### src/rtl/stream_pkg.sv
// Shared types and helpers for the rate-paced streaming engine.
// Assumes a 32-bit data path; sizes are byte, halfword and word.
package stream_pkg;

    localparam int WORD_W = 32;

    typedef enum logic [1:0] {
        SZ_BYTE = 2'd0,
        SZ_HALF = 2'd1,
        SZ_WORD = 2'd2
    } xfer_size_e;

    // Address increment for one transfer of the given size.
    function automatic logic [2:0] size_step(input xfer_size_e sz);
        case (sz)
            SZ_BYTE: return 3'd1;
            SZ_HALF: return 3'd2;
            default: return 3'd4;
        endcase
    endfunction

    // Keep only the lanes that belong to the given size.
    function automatic logic [WORD_W-1:0] size_mask(input xfer_size_e sz,
                                                    input logic [WORD_W-1:0] d);
        case (sz)
            SZ_BYTE: return {24'd0, d[7:0]};
            SZ_HALF: return {16'd0, d[15:0]};
            default: return d;
        endcase
    endfunction

endpackage

### src/rtl/stream_nco.sv
// Phase accumulator that sets the pin transfer pace.
// Fires combinationally in any running cycle whose addition carries out;
// the phase is held at zero while not running. An increment of 2**ACC_W
// fires on every clock.
module stream_nco #(
    parameter int ACC_W = 16
) (
    input  logic             clk,
    input  logic             rst_n,
    input  logic             run,
    input  logic [ACC_W:0]   incr,
    output logic             fire
);
    logic [ACC_W-1:0] phase;
    logic [ACC_W:0]   sum;

    // Next phase and carry.
    always_comb begin
        sum  = {1'b0, phase} + incr;
        fire = run && sum[ACC_W];
    end

    // Phase register: cleared whenever the engine is idle.
    always_ff @(posedge clk) begin
        if (!rst_n || !run) begin
            phase <= '0;
        end else begin
            phase <= sum[ACC_W-1:0];
        end
    end
endmodule

### src/rtl/stream_fifo.sv
// Circular FIFO of arbitrary depth (not only powers of two).
// Assumes the caller never pushes when full nor pops when empty;
// flush empties it and takes precedence over push and pop.
module stream_fifo #(
    parameter int DEPTH = 19,
    parameter int W     = 32
) (
    input  logic                          clk,
    input  logic                          rst_n,
    input  logic                          flush,
    input  logic                          push,
    input  logic [W-1:0]                  wdata,
    input  logic                          pop,
    output logic [W-1:0]                  rdata,
    output logic [$clog2(DEPTH+1)-1:0]    count,
    output logic                          full,
    output logic                          empty
);
    localparam int IW = (DEPTH > 1) ? $clog2(DEPTH) : 1;
    localparam int CW = $clog2(DEPTH+1);

    logic [W-1:0]  store [DEPTH];
    logic [IW-1:0] wr_idx;
    logic [IW-1:0] rd_idx;

    function automatic logic [IW-1:0] bump(input logic [IW-1:0] i);
        return (i == IW'(DEPTH-1)) ? '0 : i + 1'b1;
    endfunction

    // Status and head of queue.
    always_comb begin
        full  = (count == CW'(DEPTH));
        empty = (count == '0);
        rdata = store[rd_idx];
    end

    // Entry storage, written on push.
    always_ff @(posedge clk) begin
        if (push && !flush) begin
            store[wr_idx] <= wdata;
        end
    end

    // Indices and fill level.
    always_ff @(posedge clk) begin
        if (!rst_n || flush) begin
            wr_idx <= '0;
            rd_idx <= '0;
            count  <= '0;
        end else begin
            if (push) wr_idx <= bump(wr_idx);
            if (pop)  rd_idx <= bump(rd_idx);
            count <= count + CW'(push) - CW'(pop);
        end
    end
endmodule

### src/rtl/stream_port_arb.sv
// Fixed-priority owner of the single memory port.
// The FIFO side wins any slot it asks for; the processor gets the slot
// only when the FIFO side is quiet. Assumes fifo_req does not depend on
// mem_slot, so no combinational loop forms.
module stream_port_arb #(
    parameter int AW = 20
) (
    input  logic        mem_slot,
    input  logic        fifo_req,
    input  logic        fifo_we,
    input  logic [AW-1:0] fifo_addr,
    input  logic [31:0] fifo_wdata,
    input  logic [1:0]  fifo_size,
    input  logic        cpu_req,
    input  logic        cpu_we,
    input  logic [AW-1:0] cpu_addr,
    input  logic [31:0] cpu_wdata,
    input  logic [1:0]  cpu_size,
    output logic        fifo_grant,
    output logic        cpu_grant,
    output logic        cpu_stall,
    output logic        mem_req,
    output logic        mem_we,
    output logic [AW-1:0] mem_addr,
    output logic [31:0] mem_wdata,
    output logic [1:0]  mem_size
);
    // Grant decision and port multiplexing.
    always_comb begin
        fifo_grant = mem_slot && fifo_req;
        cpu_grant  = mem_slot && !fifo_req && cpu_req;
        cpu_stall  = cpu_req && !cpu_grant;
        mem_req    = fifo_grant || cpu_grant;
        if (fifo_req) begin
            mem_we    = fifo_grant && fifo_we;
            mem_addr  = fifo_addr;
            mem_wdata = fifo_wdata;
            mem_size  = fifo_size;
        end else begin
            mem_we    = cpu_grant && cpu_we;
            mem_addr  = cpu_addr;
            mem_wdata = cpu_wdata;
            mem_size  = cpu_size;
        end
    end
endmodule

### src/rtl/stream_fifo_engine.sv
// Top of the rate-paced streaming engine.
// Memory to pins: prefetch into the FIFO in every won slot, emit one entry
// per oscillator fire. Pins to memory: sample on every fire, write out in
// every won slot. Memory read data is assumed one cycle after the request.
module stream_fifo_engine
    import stream_pkg::*;
#(
    parameter int DEPTH = 19,
    parameter int ACC_W = 16,
    parameter int AW    = 20
) (
    input  logic             clk,
    input  logic             rst_n,
    input  logic             start,
    input  logic             stop,
    input  logic             cfg_dir,
    input  logic [1:0]       cfg_size,
    input  logic [AW-1:0]    cfg_base,
    input  logic [ACC_W:0]   nco_incr,
    output logic             active,
    output logic [AW-1:0]    cur_ptr,
    output logic             underrun,
    output logic             overrun,
    input  logic [31:0]      pin_in,
    output logic [31:0]      pin_out,
    output logic             pin_strobe,
    input  logic             cpu_req,
    input  logic             cpu_we,
    input  logic [1:0]       cpu_size,
    input  logic [AW-1:0]    cpu_addr,
    input  logic [31:0]      cpu_wdata,
    output logic             cpu_stall,
    output logic [31:0]      cpu_rdata,
    output logic             cpu_rvalid,
    input  logic             mem_slot,
    output logic             mem_req,
    output logic             mem_we,
    output logic [1:0]       mem_size,
    output logic [AW-1:0]    mem_addr,
    output logic [31:0]      mem_wdata,
    input  logic [31:0]      mem_rdata
);
    localparam int CW = $clog2(DEPTH+1);

    logic       dir_r;
    xfer_size_e size_r;
    logic       rd_inflight;
    logic       fire;
    logic       fifo_req;
    logic       fifo_grant;
    logic       cpu_grant;
    logic       f_push, f_pop, f_full, f_empty, f_flush;
    logic [31:0] f_wdata, f_rdata;
    logic [CW-1:0] f_count;
    logic [CW:0]   f_claimed;

    stream_nco #(.ACC_W(ACC_W)) u_nco (
        .clk  (clk),
        .rst_n(rst_n),
        .run  (active),
        .incr (nco_incr),
        .fire (fire)
    );

    stream_fifo #(.DEPTH(DEPTH), .W(32)) u_fifo (
        .clk  (clk),
        .rst_n(rst_n),
        .flush(f_flush),
        .push (f_push),
        .wdata(f_wdata),
        .pop  (f_pop),
        .rdata(f_rdata),
        .count(f_count),
        .full (f_full),
        .empty(f_empty)
    );

    stream_port_arb #(.AW(AW)) u_arb (
        .mem_slot  (mem_slot),
        .fifo_req  (fifo_req),
        .fifo_we   (dir_r),
        .fifo_addr (cur_ptr),
        .fifo_wdata(f_rdata),
        .fifo_size (size_r),
        .cpu_req   (cpu_req),
        .cpu_we    (cpu_we),
        .cpu_addr  (cpu_addr),
        .cpu_wdata (cpu_wdata),
        .cpu_size  (cpu_size),
        .fifo_grant(fifo_grant),
        .cpu_grant (cpu_grant),
        .cpu_stall (cpu_stall),
        .mem_req   (mem_req),
        .mem_we    (mem_we),
        .mem_addr  (mem_addr),
        .mem_wdata (mem_wdata),
        .mem_size  (mem_size)
    );

    assign cpu_rdata = mem_rdata;

    // FIFO port demand and push/pop steering for the latched direction.
    always_comb begin
        f_claimed = {1'b0, f_count} + (CW+1)'(rd_inflight);
        f_flush   = start || stop;
        if (!dir_r) begin
            fifo_req = active && (f_claimed < (CW+1)'(DEPTH));
            f_push   = rd_inflight;
            f_wdata  = size_mask(size_r, mem_rdata);
            f_pop    = fire && !f_empty;
        end else begin
            fifo_req = active && !f_empty;
            f_push   = fire && !f_full;
            f_wdata  = size_mask(size_r, pin_in);
            f_pop    = fifo_grant;
        end
    end

    // Run state, latched configuration and address pointer.
    always_ff @(posedge clk) begin
        if (!rst_n) begin
            active  <= 1'b0;
            dir_r   <= 1'b0;
            size_r  <= SZ_BYTE;
            cur_ptr <= '0;
        end else if (stop) begin
            active  <= 1'b0;
        end else if (start) begin
            active  <= 1'b1;
            dir_r   <= cfg_dir;
            size_r  <= xfer_size_e'(cfg_size);
            cur_ptr <= cfg_base;
        end else if (fifo_grant) begin
            cur_ptr <= cur_ptr + AW'(size_step(size_r));
        end
    end

    // Outstanding prefetch tracking; dropped on stop or restart.
    always_ff @(posedge clk) begin
        if (!rst_n || start || stop) begin
            rd_inflight <= 1'b0;
        end else begin
            rd_inflight <= fifo_grant && !dir_r;
        end
    end

    // Pin side output register and transfer strobe.
    always_ff @(posedge clk) begin
        if (!rst_n) begin
            pin_out    <= '0;
            pin_strobe <= 1'b0;
        end else begin
            pin_strobe <= dir_r ? fire : f_pop;
            if (!dir_r && f_pop) begin
                pin_out <= f_rdata;
            end
        end
    end

    // Sticky pacing errors, cleared by a new start.
    always_ff @(posedge clk) begin
        if (!rst_n || start) begin
            underrun <= 1'b0;
            overrun  <= 1'b0;
        end else begin
            if (!dir_r && fire && f_empty) underrun <= 1'b1;
            if (dir_r && fire && f_full)   overrun  <= 1'b1;
        end
    end

    // Processor read data valid one cycle after its grant.
    always_ff @(posedge clk) begin
        if (!rst_n) begin
            cpu_rvalid <= 1'b0;
        end else begin
            cpu_rvalid <= cpu_grant && !cpu_we;
        end
    end
endmodule

### config.mk
export PLATFORM = sky130hd
export DESIGN_NAME = stream_fifo_engine
export DESIGN_NICKNAME = d
export VERILOG_FILES = /design/src/rtl/stream_pkg.sv /design/src/rtl/stream_nco.sv /design/src/rtl/stream_fifo.sv /design/src/rtl/stream_port_arb.sv /design/src/rtl/stream_fifo_engine.sv
export SDC_FILE = /design/constraint.sdc
export NUM_CORES = 1
export LEC_CHECK = 0
export BUFFER_PORTS_ARGS = -buffer_cell sky130_fd_sc_hd__buf_2
export CAP_MARGIN = 20
export CORE_UTILIZATION = 55
export CTS_BUF_LIST = sky130_fd_sc_hd__clkbuf_8
export DETAILED_ROUTE_END_ITERATION = 16
export HOLD_SLACK_MARGIN = 0.12
export PLACE_DENSITY = 0.76
export SYNTH_ARGS = -nofsm -noshare
export SYNTH_HDL_FRONTEND = slang
export SYNTH_SLANG_ARGS = --single-unit
export TNS_END_PERCENT = 1
### constraint.sdc
create_clock -name clk -period 4.3 [get_ports clk]
set_input_delay 0.645 -clock clk [delete_from_list [all_inputs] [get_ports clk]]
set_output_delay 0.645 -clock clk [all_outputs]
set_load 0.005 [all_outputs]
---- Word level (Yosys, flattened, before mapping) ----
Memory sizes are Yosys's and may differ from the RTL's. A register that Yosys moved wholly into a read port is not among the register bits.
Index checks and enable logic that the tools add are counted.
storage, ports and cells
  bits in registers ....................... 92
  output and inout bits ................... 146
  memories kept ........................... 1
  memory bits (writable) .................. 608
  logic and storage cells ................. 93
  bits of input ports ..................... 165
memory list
  memory        words  width  read ports  clocked after Yosys merged registers in  write ports  RTL line           RTL
  u_fifo.store  19     32     1           1                                        1            stream_fifo.sv:22  logic [W-1:0] store [DEPTH];
operators by class
  add/sub/neg operators ................... 7
  equality and inequality tests ........... 4
  reduce and logical (&&, ||, !) cells .... 40
  magnitude comparators ................... 1
  bitwise logic cells ..................... 2
  multiplexer cells ....................... 24
operators with widths
  operator               count
  $pmux W32 S2           2
  $mux W32               2
  $mux W20               3
  $add A20 B3 Y20        1
  $mux W5                4
  $logic_and A1 B1 Y1    19
  $add A16 B17 Y17       1
  $eq A5 B5 Y1 const B   3
  $mux W3                4
  $add A5 B1 Y5 const B  2
  $logic_not A1 Y1       9
  $mux W1                7
  $add A5 B1 Y6          1
  $logic_or A1 B1 Y1     6
  $lt A6 B5 Y1 const B   1
  $pmux W3 S2            1
  $add A5 B1 Y5          1
  $logic_not A5 Y1       1
  $sub A5 B1 Y5          1
  $reduce_and A2 Y1      2
  $eq A2 B1 Y1 const B   1
  $logic_not A2 Y1       1
  $mux W2                1
  $not A1 Y1             2
  2 further kinds        2

---- Depth between registers and ports, before layout ----
Gate-level depths: netlist of run 1.
  depth after elaboration ................. 12
  depth in mapped cells ................... 19
  gate-level depth less buffers ........... 19

---- Modules after synthesis ----
A second synthesis of run 1 with hierarchy kept.
second synthesis, totals
  cell total of the unflattened synthesis .. 1,840
  area, all modules ....................... 29,817.3 um^2
by module, submodules not included
  module              sequential area each (um^2)  cells an instance  times used  area each (um^2)
  stream_fifo         18,657.9                     1,149              1           24,174.4
  stream_fifo_engine  1,221.2                      477                1           3,618.5
  stream_nco          320.3                        146                1           1,206.2
  stream_port_arb     0.0                          68                 1           818.3

---- Worst setup path after synthesis of run 1 ----
OpenSTA, ideal clock, no wires.
  kind .................................... input port to flip-flop
  from .................................... input port nco_incr[0]
  to ...................................... register u_fifo.count[4]
  setup time .............................. 0.070 ns
  arrival time ............................ 3.955 ns
  slack ................................... 0.275 ns
  cell stages on the path ................. 19
  required time ........................... 4.230 ns
  path buffers ............................ 0
  path through ............................ ha_1 fa_1 a211oi_1 o21ai_2 a211oi_2 or3_4 a21bo_2 and2_1 inv_1 ha_1 inv_1 ha_1 inv_1 fa_1 inv_1 a21oi_1 nor2_1 or3_1 a21oi_1
on the way
  longest elaborated chain between the ends .. 6
  elaborated cells between the ends (all ways) .. 8
  classes of those cells .................. add/sub (3); mux (2); reduce/logical (3)
ends and longest elaborated chain
  element                 RTL line                   RTL
  start: declaration      stream_fifo_engine.sv:19   input logic [ACC_W:0] nco_incr,
  $add A16 B17 Y17 *      stream_nco.sv:19           sum = {1'b0, phase} + incr;
  $logic_and A1 B1 Y1 *   stream_nco.sv:20           fire = run && sum[ACC_W];
  $logic_and A1 B1 Y1     stream_fifo_engine.sv:113  f_push = fire && !f_full;
  $mux W1                 stream_fifo_engine.sv:106  if (!dir_r) begin
  $add A5 B1 Y5           stream_fifo.sv:53          count <= count + CW'(push) - CW'(pop);
  $sub A5 B1 Y5 *         stream_fifo.sv:53
  end signal: assignment  stream_fifo.sv:53
  end: declaration        stream_fifo.sv:15          output logic [$clog2(DEPTH+1)-1:0] count,
Every way passes the cells marked *; elsewhere a longest branch is shown, timed or not.
A chain may end at the register's enable or synchronous reset.

==> results of run 1 <==
[cell usage after synthesis (32+ instances only)]
cell      count  area, um2
edfxtp_1    608      18300
nand2_1     226        848
mux4_2      160       3600
mux2i_1     100       1000
dfxtp_1      97       1940
nor2_1       85        319
clkbuf_1     48        180
o21ai_0      48        240
a21oi_1      42        210
mux2_2       41        462
ha_1         36        450
buf_4        32        240
[sequential cells by signal (all words and copies together) (netlist names), 2 cells and up, named ones only]
register / count
u_fifo.store: 608
pin_out: 32
cur_ptr: 20
u_nco.phase: 16
u_fifo.count: 5
u_fifo.rd_idx: 5
u_fifo.wr_idx: 5
size_r: 2
[metrics by stage]
step	setup slack [ns]	total power (uW)	TNS (ns)	cell area, um2	std cells
floorplan	0.275	7840	0	29700	1821
global placement	0.0198	8060	0	32300	2765
detailed placement	-0.0359	8070	-0.0359	32300	2767
CTS	0.0249	13500	0	34600	2973
global route	0.0344	13900	0	34700	2992
finish	0.292	13400	0	34700	2992
[cell families after synthesis]
family,synth area share
AO/OA/AOI/OAI,0.0354
XOR/XNOR,0.00530
adder cells (fa/ha/maj),0.0172
buffers and inverters,0.0268
flip-flops,0.679
multiplexers,0.170
AND/OR/NAND/NOR,0.0656
[cell usage in the layout, fill, tap and decap left out, types with 36 or more instances in the layout]
master,netlist,routed
buf_2,10,310
mux4_2,160,160
a21oi_1,42,42
inv_1,30,67
nor2_1,85,85
clkbuf_8,0,125
nand2_1,226,225
buf_4,32,65
ha_1,36,36
o21ai_0,48,48
mux2_2,41,41
edfxtp_1,608,608
dfxtp_1,97,91
mux2i_1,100,100
[power groups by stage]
| stage | Combinational (uW) | Sequential, uW | Clock, uW |
|---|---|---|---|
| 2_1_floorplan | 260 | 7580 | 0 |
| 3_3_place_gp | 470 | 7590 | 0 |
| 3_5_place_dp | 483 | 7590 | 0 |
| 4_1_cts | 486 | 7450 | 5600 |
| 5_1_grt | 545 | 7440 | 5900 |
| 6_report | 494 | 7450 | 5510 |
[final cells by class]
| class | count | area, um2 | share of cell area |
|---|---|---|---|
| Clock buffer | 124 | 1710 | 0.0492 |
| Multi-Input combinational cell | 961 | 8780 | 0.253 |
| Timing Repair Buffer | 401 | 2530 | 0.0730 |
| Sequential cell | 705 | 20200 | 0.582 |
| Inverter | 32 | 120 | 0.00346 |
| Tap cell | 688 | 861 | 0.0248 |
| Clock inverter | 81 | 494 | 0.0142 |
[worst min path at each step]
stage	start	endpoint	slack [ns]	depth (start not counted)
after floorplan	underrun$_SDFFE_PP0P_	underrun$_SDFFE_PP0P_	0.46	2
after global routing	cfg_base[14]	cur_ptr[14]$_SDFFE_PN0P_	0.19	3
after global placement	underrun$_SDFFE_PP0P_	underrun$_SDFFE_PP0P_	0.45	2
final	cfg_dir	dir_r$_SDFFE_PN0P_	0.21	3
after detailed placement	underrun$_SDFFE_PP0P_	underrun$_SDFFE_PP0P_	0.46	2
after CTS	cfg_dir	dir_r$_SDFFE_PN0P_	0.16	3
[worst max-delay path: stages, from the launching register on]
cell,delay [ns]
dfxtp_4,0.57
buf_4,0.47
mux4_2,0.61
mux4_2,0.52
mux2_2,0.29
nand2_1,0.07
nand2_1,0.04
buf_2,0.12
[layer usage]
layer	wire, um	share of wire	global-route usage	up-vias
met5	0	0	0	-
met4	1650	0.024	0.0825	0
met3	4730	0.069	0.0385	118
met2	35400	0.51	0.439	817
met1	27200	0.39	0.331	8847
li1	-	-	-	7830
[timing repair]
action / CTS / global route
endpoints found under the setup margin: 0 / 32
hold buffers: 1 / 0
resized for setup: 0 / 2
endpoints found under the hold margin: 1 / 0
==> impl_metrics.json, run 1 <==
{
  "status": "finished, final reports clean",
  "drt-total-wl_mm": 68.9,
  "worstRegToRegCells": 19,
  "crit_path_start_kind": "register",
  "p_leak_uw": 0.0126,
  "synth.distinct_cells": 70,
  "netlist_area_um2": 29700,
  "cts.sink_count": 705,
  "antenna_left": 0,
  "syn-num-nets": 2025,
  "num_vias": 17600,
  "setup_viol": 0,
  "endpoint_kind": "output pin",
  "cp-endpoint": "mem_wdata[19]",
  "htreeDepth": 3,
  "grt_max_degree": 57,
  "p_seq_frac": 0.554,
  "fin_crit_sh": 0.932,
  "clock-skew-final_ns": 0.0281,
  "drtIter0Drc": 1421,
  "die_area_um2": 55000,
  "syn_inst": 1821,
  "synth_ff_type": "edfxtp_1",
  "reg2reg_from": "u_nco.phase[0]$_SDFF_PP0_",
  "ir_drop_mv": 0.208,
  "cts_root_buf": "clkbuf_8",
  "drc": 0,
  "postCtsSetupBuffers": 0,
  "relSlewSlack": 0.295,
  "rrSetupSlack_ns": 0.40,
  "viasPerCell": 5.89,
  "hold_path_class": "in2reg",
  "hold_viol_final": 0,
  "power_density_nw_per_um2": 387,
  "final_net_count": 2413,
  "drv_cap": 0,
  "max_slew.worst_pin.slew_ns": 1.06,
  "p_sw_uw": 2870,
  "portBuffers": 310,
  "start_util": 0.561,
  "rr_endpoint": "u_fifo.count[4]$_SDFF_PP0_",
  "grt_use_total": 0.254,
  "cts_inserted_buffers": 108,
  "p_sw_frac": 0.214,
  "post-route-util": 0.655,
  "fin_crit_ns": 4.01,
  "wl_per_cell_um": 23.0,
  "worstPathArrival_ns": 3.36,
  "core-area_um2": 53000,
  "antenna_found_initial": 0,
  "nFillCells": 3618,
  "hold_ws_ns": 0.209,
  "cts_tree": "built",
  "synth_area_per_cell_um2": 16.3,
  "die_h_um": 235,
  "achievable-frequency_mhz": 249,
  "dp_hpwl_mm": 43.9,
  "grt_pass1_vias": 17600,
  "synth_seq_cells": 705,
  "slew_viol_final": 0,
  "rsz0062_at_grt": "no",
  "pin_count": 311,
  "dieWidth_um": 235,
  "path_class": "reg2out",
  "drt_first_pass_iters": 5,
  "async_reset_ff_frac": 0,
  "p_comb_frac": 0.037,
  "areaGrowthSynthToFinish_pct": 16.7,
  "antenna_cells": 0,
  "drive_above_1_share": 0.344,
  "yosys_warnings": 0,
  "grt_pass1_wl_mm": 103,
  "path_clk_slew_ns": 0.07,
  "rows": 84,
  "cts.path.max_buffers": 3,
  "path_max_fanout": 22,
  "yosysSeqAreaShare": 0.679,
  "clock_latency_ns": 0.69,
  "p_int_uw": 10600,
  "synth-edff-count": 608,
  "globalplace.congestion": 0.887,
  "grt_overflow_total": 0,
  "p_clk_frac": 0.409,
  "required_ns": 3.65
}
No activity file was read; power rests on OpenSTA's default activity.
==> inputs of run 2 (changes only) <==
==> constraint.sdc (replaced) <==
create_clock -name clk -period 4.3 [get_ports clk]
set_input_delay 1.29 -clock clk [delete_from_list [all_inputs] [get_ports clk]]
set_output_delay 1.29 -clock clk [all_outputs]
set_load 0.05 [all_outputs]
==> impl_metrics.json, run 2 (synthesized netlist as in run 1, its figures left out) <==
{
  "rows": 84,
  "cts_root_buf": "clkbuf_8",
  "viasPerCell": 5.94,
  "crit_path_start_kind": "register",
  "clock-skew-final_ns": 0.0397,
  "wl_per_cell_um": 24.3,
  "final_net_count": 2487,
  "p_leak_uw": 0.0133,
  "grt_pass1_wl_mm": 110,
  "status": "finished with violations",
  "grt_max_degree": 61,
  "max_slew.worst_pin.slew_ns": 0.816,
  "slew_viol_final": 0,
  "grt_overflow_total": 0,
  "relSlewSlack": 0.456,
  "drt-total-wl_mm": 74.5,
  "dp_hpwl_mm": 47.7,
  "reg_top3": "u_fifo.store (608), pin_out (32), cur_ptr (20)",
  "cts_tree": "built",
  "worst_slack_ns": -0.228,
  "power_uw": 13600,
  "drt_first_pass_iters": 6,
  "clock_latency_ns": 0.72,
  "achievable-frequency_mhz": 221,
  "hold_viol_final": 0,
  "cts.path.max_buffers": 3,
  "hold_start": "underrun$_SDFFE_PP0P_",
  "reg2reg_from": "u_nco.phase[0]$_SDFF_PP0_",
  "hold_path_class": "reg2reg",
  "drv_cap": 0,
  "largest_register_ffs": 608,
  "ir_drop_mv": 0.229,
  "die_area_um2": 55000,
  "antenna_found_initial": 3,
  "violations": "setup timing",
  "cts_inserted_buffers": 112,
  "path_max_fanout": 6,
  "worstRegToRegCells": 20,
  "nFillCells": 3489,
  "whs_endpoint": "underrun$_SDFFE_PP0P_",
  "start_util": 0.561,
  "antenna_left": 0,
  "globalplace.congestion": 0.895,
  "pin_count": 311,
  "fin_crit_sh": 1.05,
  "path_class": "reg2out",
  "design_area_um2": 36100,
  "endpoint_kind": "output pin",
  "preCtsSetupSlack_ns": -0.286,
  "num_vias": 18200,
  "drive_above_1_share": 0.371,
  "rsz0062_at_grt": "yes",
  "cts.sink_count": 705,
  "core-area_um2": 53000,
  "power_density_nw_per_um2": 377,
  "layout_common_cells": "edfxtp_1, buf_2, nand2_1",
  "drtIter0Drc": 1674,
  "htreeDepth": 3,
  "rr_endpoint": "u_fifo.count[4]$_SDFF_PP0_",
  "setup_viol": 34,
  "hold_depth": 2,
  "portBuffers": 310,
  "die_h_um": 235,
  "fin_crit_ns": 4.53,
  "drc": 0,
  "worstPathArrival_ns": 3.24,
  "rrSetupSlack_ns": 0.82,
  "grt_pass1_vias": 18300,
  "areaGrowthSynthToFinish_pct": 21.4,
  "dieWidth_um": 235,
  "required_ns": 3.01,
  "regMostFlops": "u_fifo.store",
  "grt_use_total": 0.278,
  "postPlaceCellArea_um2": 33100,
  "final_common_cell": "edfxtp_1",
  "path_clk_slew_ns": 0.06
}
==> run 2: cell count changes in the layout (fill, tap and decap cells not counted), sizes merged, moves of 2 or more <==
cell,previous run,this run
buf,399,468
clkinv,34,36
inv,72,82
bufbuf,0,3
bufinv,5,3
clkbuf,125,118
==> run 2: worst max path at each step <==
| stage | slack [ns] | endpoint |
|---|---|---|
| floorplan | -0.09 | u_fifo.count[4]$_SDFF_PP0_ |
| global placement | -0.30 | u_fifo.count[4]$_SDFF_PP0_ |
| detailed placement | -0.29 | u_fifo.count[4]$_SDFF_PP0_ |
| CTS | -0.27 | mem_wdata[6] |
| global route | -0.31 | mem_wdata[31] |
| finish | -0.23 | mem_wdata[17] |
==> run 2: timing repair <==
action / in CTS / in global routing
buffers inserted: 14 / 1
pin swaps: 11 / 2
setup endpoints to repair: 57 / 55
gates cloned: 7 / 0
hold buffers: 0 / 0
gates resized for setup: 129 / 18
==> run 2: metrics by stage <==
stage / setup TNS [ns] / util / cells / hold WS [ns]
after floorplan: -5.63 / - / 1821 / 0.463
after global placement: -0.583 / 0.625 / 2832 / 0.450
after detailed placement: -1.04 / 0.626 / 2834 / 0.458
after CTS: -7.35 / 0.680 / 3064 / 0.474
after global routing: -8.99 / 0.681 / 3068 / 0.510
final: -5.18 / 0.681 / 3068 / 0.473
==> run 2: report_power, final <==
| part | internal, uW | switching [uW] | leakage [uW] | total (uW) |
|---|---|---|---|---|
| sequential | 7420 | 23.5 | 0.00659 | 7450 |
| clock | 2720 | 2620 | 0.00124 | 5340 |
| combinational | 260 | 563 | 0.00542 | 823 |
| total | 10400 | 3210 | 0.0133 | 13600 |
==> run 2: routing by layer <==
layer  GRT usage  wire length, um
met5           0               13
met3      0.0709             7530
met1       0.365            28400
met4      0.0903             1900
met2       0.455            36700
==> run 2: worst max-delay path, stage by stage (launching register included) <==
cell	delay, ns
dfxtp_4	0.37
buf_12	0.14
buf_12	0.14
buf_12	0.11
buf_16	0.13
mux4_2	0.50
mux4_2	0.55
mux2_4	0.30
nand2_1	0.06
nand2_1	0.06
buf_6	0.15
==> run 2: final cells by class <==
cell class | count | area, um2 | share of cell area
sequential | 705 | 20200 | 0.560
multi-input combinational | 961 | 8950 | 0.248
timing repair buffer | 471 | 3850 | 0.107
clock buffer | 118 | 1620 | 0.0450
tap | 688 | 861 | 0.0238
clock inverter | 92 | 472 | 0.0131
inverter | 32 | 120 | 0.00333
antenna | 1 | 2.50 | 0.0000693
==> inputs of run 3 (changes only) <==
--- a/config.mk
+++ b/config.mk
@@ -14,5 +14,6 @@
 export PLACE_DENSITY = 0.76
 export SYNTH_ARGS = -nofsm -noshare
 export SYNTH_HDL_FRONTEND = slang
+export SYNTH_HIERARCHICAL = 1
 export SYNTH_SLANG_ARGS = --single-unit
 export TNS_END_PERCENT = 1
==> impl_metrics.json, run 3 <==
{
  "dp_hpwl_mm": 48.4,
  "drive_above_1_share": 0.400,
  "regMostFlops": "u_fifo/store",
  "synth_compound_area_frac": 0.0529,
  "drt_first_pass_iters": 5,
  "antenna_found_initial": 3,
  "path_clk_slew_ns": 0.06,
  "synth_adder_area_share": 0.0158,
  "synth.distinct_cells": 73,
  "portBuffers": 310,
  "power_density_nw_per_um2": 372,
  "ir_drop_mv": 0.238,
  "drc": 0,
  "htreeDepth": 3,
  "crit_path_start_kind": "register",
  "cts_root_buf": "clkbuf_8",
  "worstPathArrival_ns": 3.14,
  "hold_path_class": "reg2reg",
  "syn-num-nets": 2040,
  "synth.area.mux_share": 0.170,
  "grt_max_degree": 39,
  "status": "finished with violations",
  "grt_overflow_total": 0,
  "synth-edff-count": 608,
  "clock_latency_ns": 0.68,
  "cts_inserted_buffers": 107,
  "largest_register_ffs": 608,
  "die_area_um2": 55100,
  "drv_cap": 0,
  "async_reset_ff_frac": 0,
  "synthXorXnorAreaFrac": 0.00441,
  "violations": "setup timing",
  "synth_ff_type": "edfxtp_1",
  "drt-total-wl_mm": 74.6,
  "worstRegToRegCells": 15,
  "die_h_um": 235,
  "dieWidth_um": 235,
  "synth_area_per_cell_um2": 16.2,
  "yosys.area.top_type": "edfxtp_1",
  "final_common_cell": "edfxtp_1",
  "start_util": 0.562,
  "grt_pass1_vias": 18600,
  "yosysSeqAreaShare": 0.677,
  "hold_depth": 2,
  "yosys.cell_count.top_type": "edfxtp_1",
  "num_vias": 18700,
  "cts_tree": "built",
  "synthTopCellsByCount": "edfxtp_1, nand2_1, mux4_2",
  "pin_count": 311,
  "preCtsSetupSlack_ns": -0.446,
  "max_slew.worst_pin.slew_ns": 0.963,
  "synth.top_cell.area_share": 0.612,
  "cts.sink_count": 705,
  "achievable-frequency_mhz": 226,
  "cts.path.max_buffers": 3,
  "required_ns": 3.01,
  "synth-simple-area-share": 0.0524,
  "post-route-util": 0.687,
  "relSlewSlack": 0.357,
  "wl_per_cell_um": 24.2,
  "endpoint_kind": "output pin",
  "syn_inst": 1840,
  "drtIter0Drc": 1617,
  "slew_viol_final": 0,
  "netlist_area_um2": 29800,
  "clock-skew-final_ns": 0.0311,
  "rsz0062_at_grt": "yes",
  "core-area_um2": 53100,
  "fin_crit_ns": 4.43,
  "viasPerCell": 6.07,
  "final_net_count": 2503,
  "yosys_warnings": 6,
  "worst_slack_ns": -0.132,
  "hold_viol_final": 0,
  "areaGrowthSynthToFinish_pct": 22.3,
  "path_max_fanout": 7,
  "grt_use_total": 0.270,
  "synth_seq_cells": 705,
  "synth_area_leaders": "edfxtp_1, mux4_2, dfxtp_1, mux2i_1, mux2_2",
  "grt_pass1_wl_mm": 111,
  "synth_top_family_by_area": "multiplexers",
  "path_class": "reg2out",
  "rows": 84,
  "layout_common_cells": "edfxtp_1, buf_2, nand2_1",
  "setup_viol": 34,
  "globalplace.congestion": 0.925,
  "fin_crit_sh": 1.03,
  "cts_hold_buf": 0,
  "antenna_left": 0,
  "reg_top3": "u_fifo/store (608), pin_out (32), cur_ptr (20)",
  "p_leak_uw": 0.0127
}
## run 3: cells by family after synthesis
group	Yosys count
multiplexers	324
adder cells (fa/ha/maj)	36
XOR/XNOR	15
flip-flops	705
AND/OR/NAND/NOR	351
buffers and inverters	154
AO/OA/AOI/OAI	255
## run 3: stage by stage
stage	setup TNS (ns)	cell area [um2]	cells	hold slack [ns]	power (uW)
floorplan	-155.78	30100	1840	0.459	8140
global placement	-161.15	33500	2856	0.440	8410
detailed placement	-209.05	33500	2856	0.448	8420
CTS	-5.91	36300	3072	0.458	13600
global route	-5.98	36500	3078	0.478	13900
finish	-2.20	36500	3078	0.455	13600
## run 3: routing by layer
| layer | up-vias | GRT usage | wire length (um) |
|---|---|---|---|
| li1 | 8118 | - | - |
| met1 | 9312 | 0.364 | 28700 |
| met2 | 1107 | 0.448 | 36700 |
| met3 | 149 | 0.0489 | 7080 |
| met4 | 0 | 0.0909 | 2150 |
| met5 | - | 0 | 0 |
## run 3: layout make-up
| type | count | area, um2 |
|---|---|---|
| diodes | 3 | 7.51 |
| clock buffers | 122 | 1680 |
| clock inverters | 71 | 363 |
| fillers | 3362 | 16600 |
| inverters | 24 | 90.1 |
| multi-input cells | 981 | 9430 |
| flip-flops and latches | 705 | 20200 |
| well taps | 688 | 861 |
| repair buffers | 484 | 3810 |
## run 3: worst paths after layout
| kind | startpoint | to | slack (ns) |
|---|---|---|---|
| worst max-delay path | register | mem_wdata[10] | -0.13 |
| worst min-delay path | pin_out[0]$_SDFFE_PN0P_ | pin_out[0]$_SDFFE_PN0P_ | 0.45 |
| worst max register to register | u_nco/phase[0]$_SDFF_PP0_ | u_fifo/store[9][24]$_DFFE_PP_ | 0.50 |
| worst min register to register | pin_out[0]$_SDFFE_PN0P_ | pin_out[0]$_SDFFE_PN0P_ | 0.45 |
## run 3: critical path: stages (launching register included)
cell and delay [ns]:
dfxtp_4 0.43, buf_12 0.14, buf_12 0.13, buf_12 0.13, mux4_2 0.55, mux2_4 0.29
a22oi_2 0.25, o21ai_2 0.11, mux2_4 0.28, buf_8 0.15
## run 3: timing repair
item	4_1_cts	5_1_grt
setup buffers	19	2
setup endpoints to repair	49	56
gates resized for setup	111	50
pin swaps	8	15
gates cloned	5	0
## run 3: where the power goes
part	leakage, uW	internal, uW	switching, uW
sequential	0.00636	7430	34.5
combinational	0.00518	307	570
clock	0.00119	2710	2510
total	0.0127	10400	3120
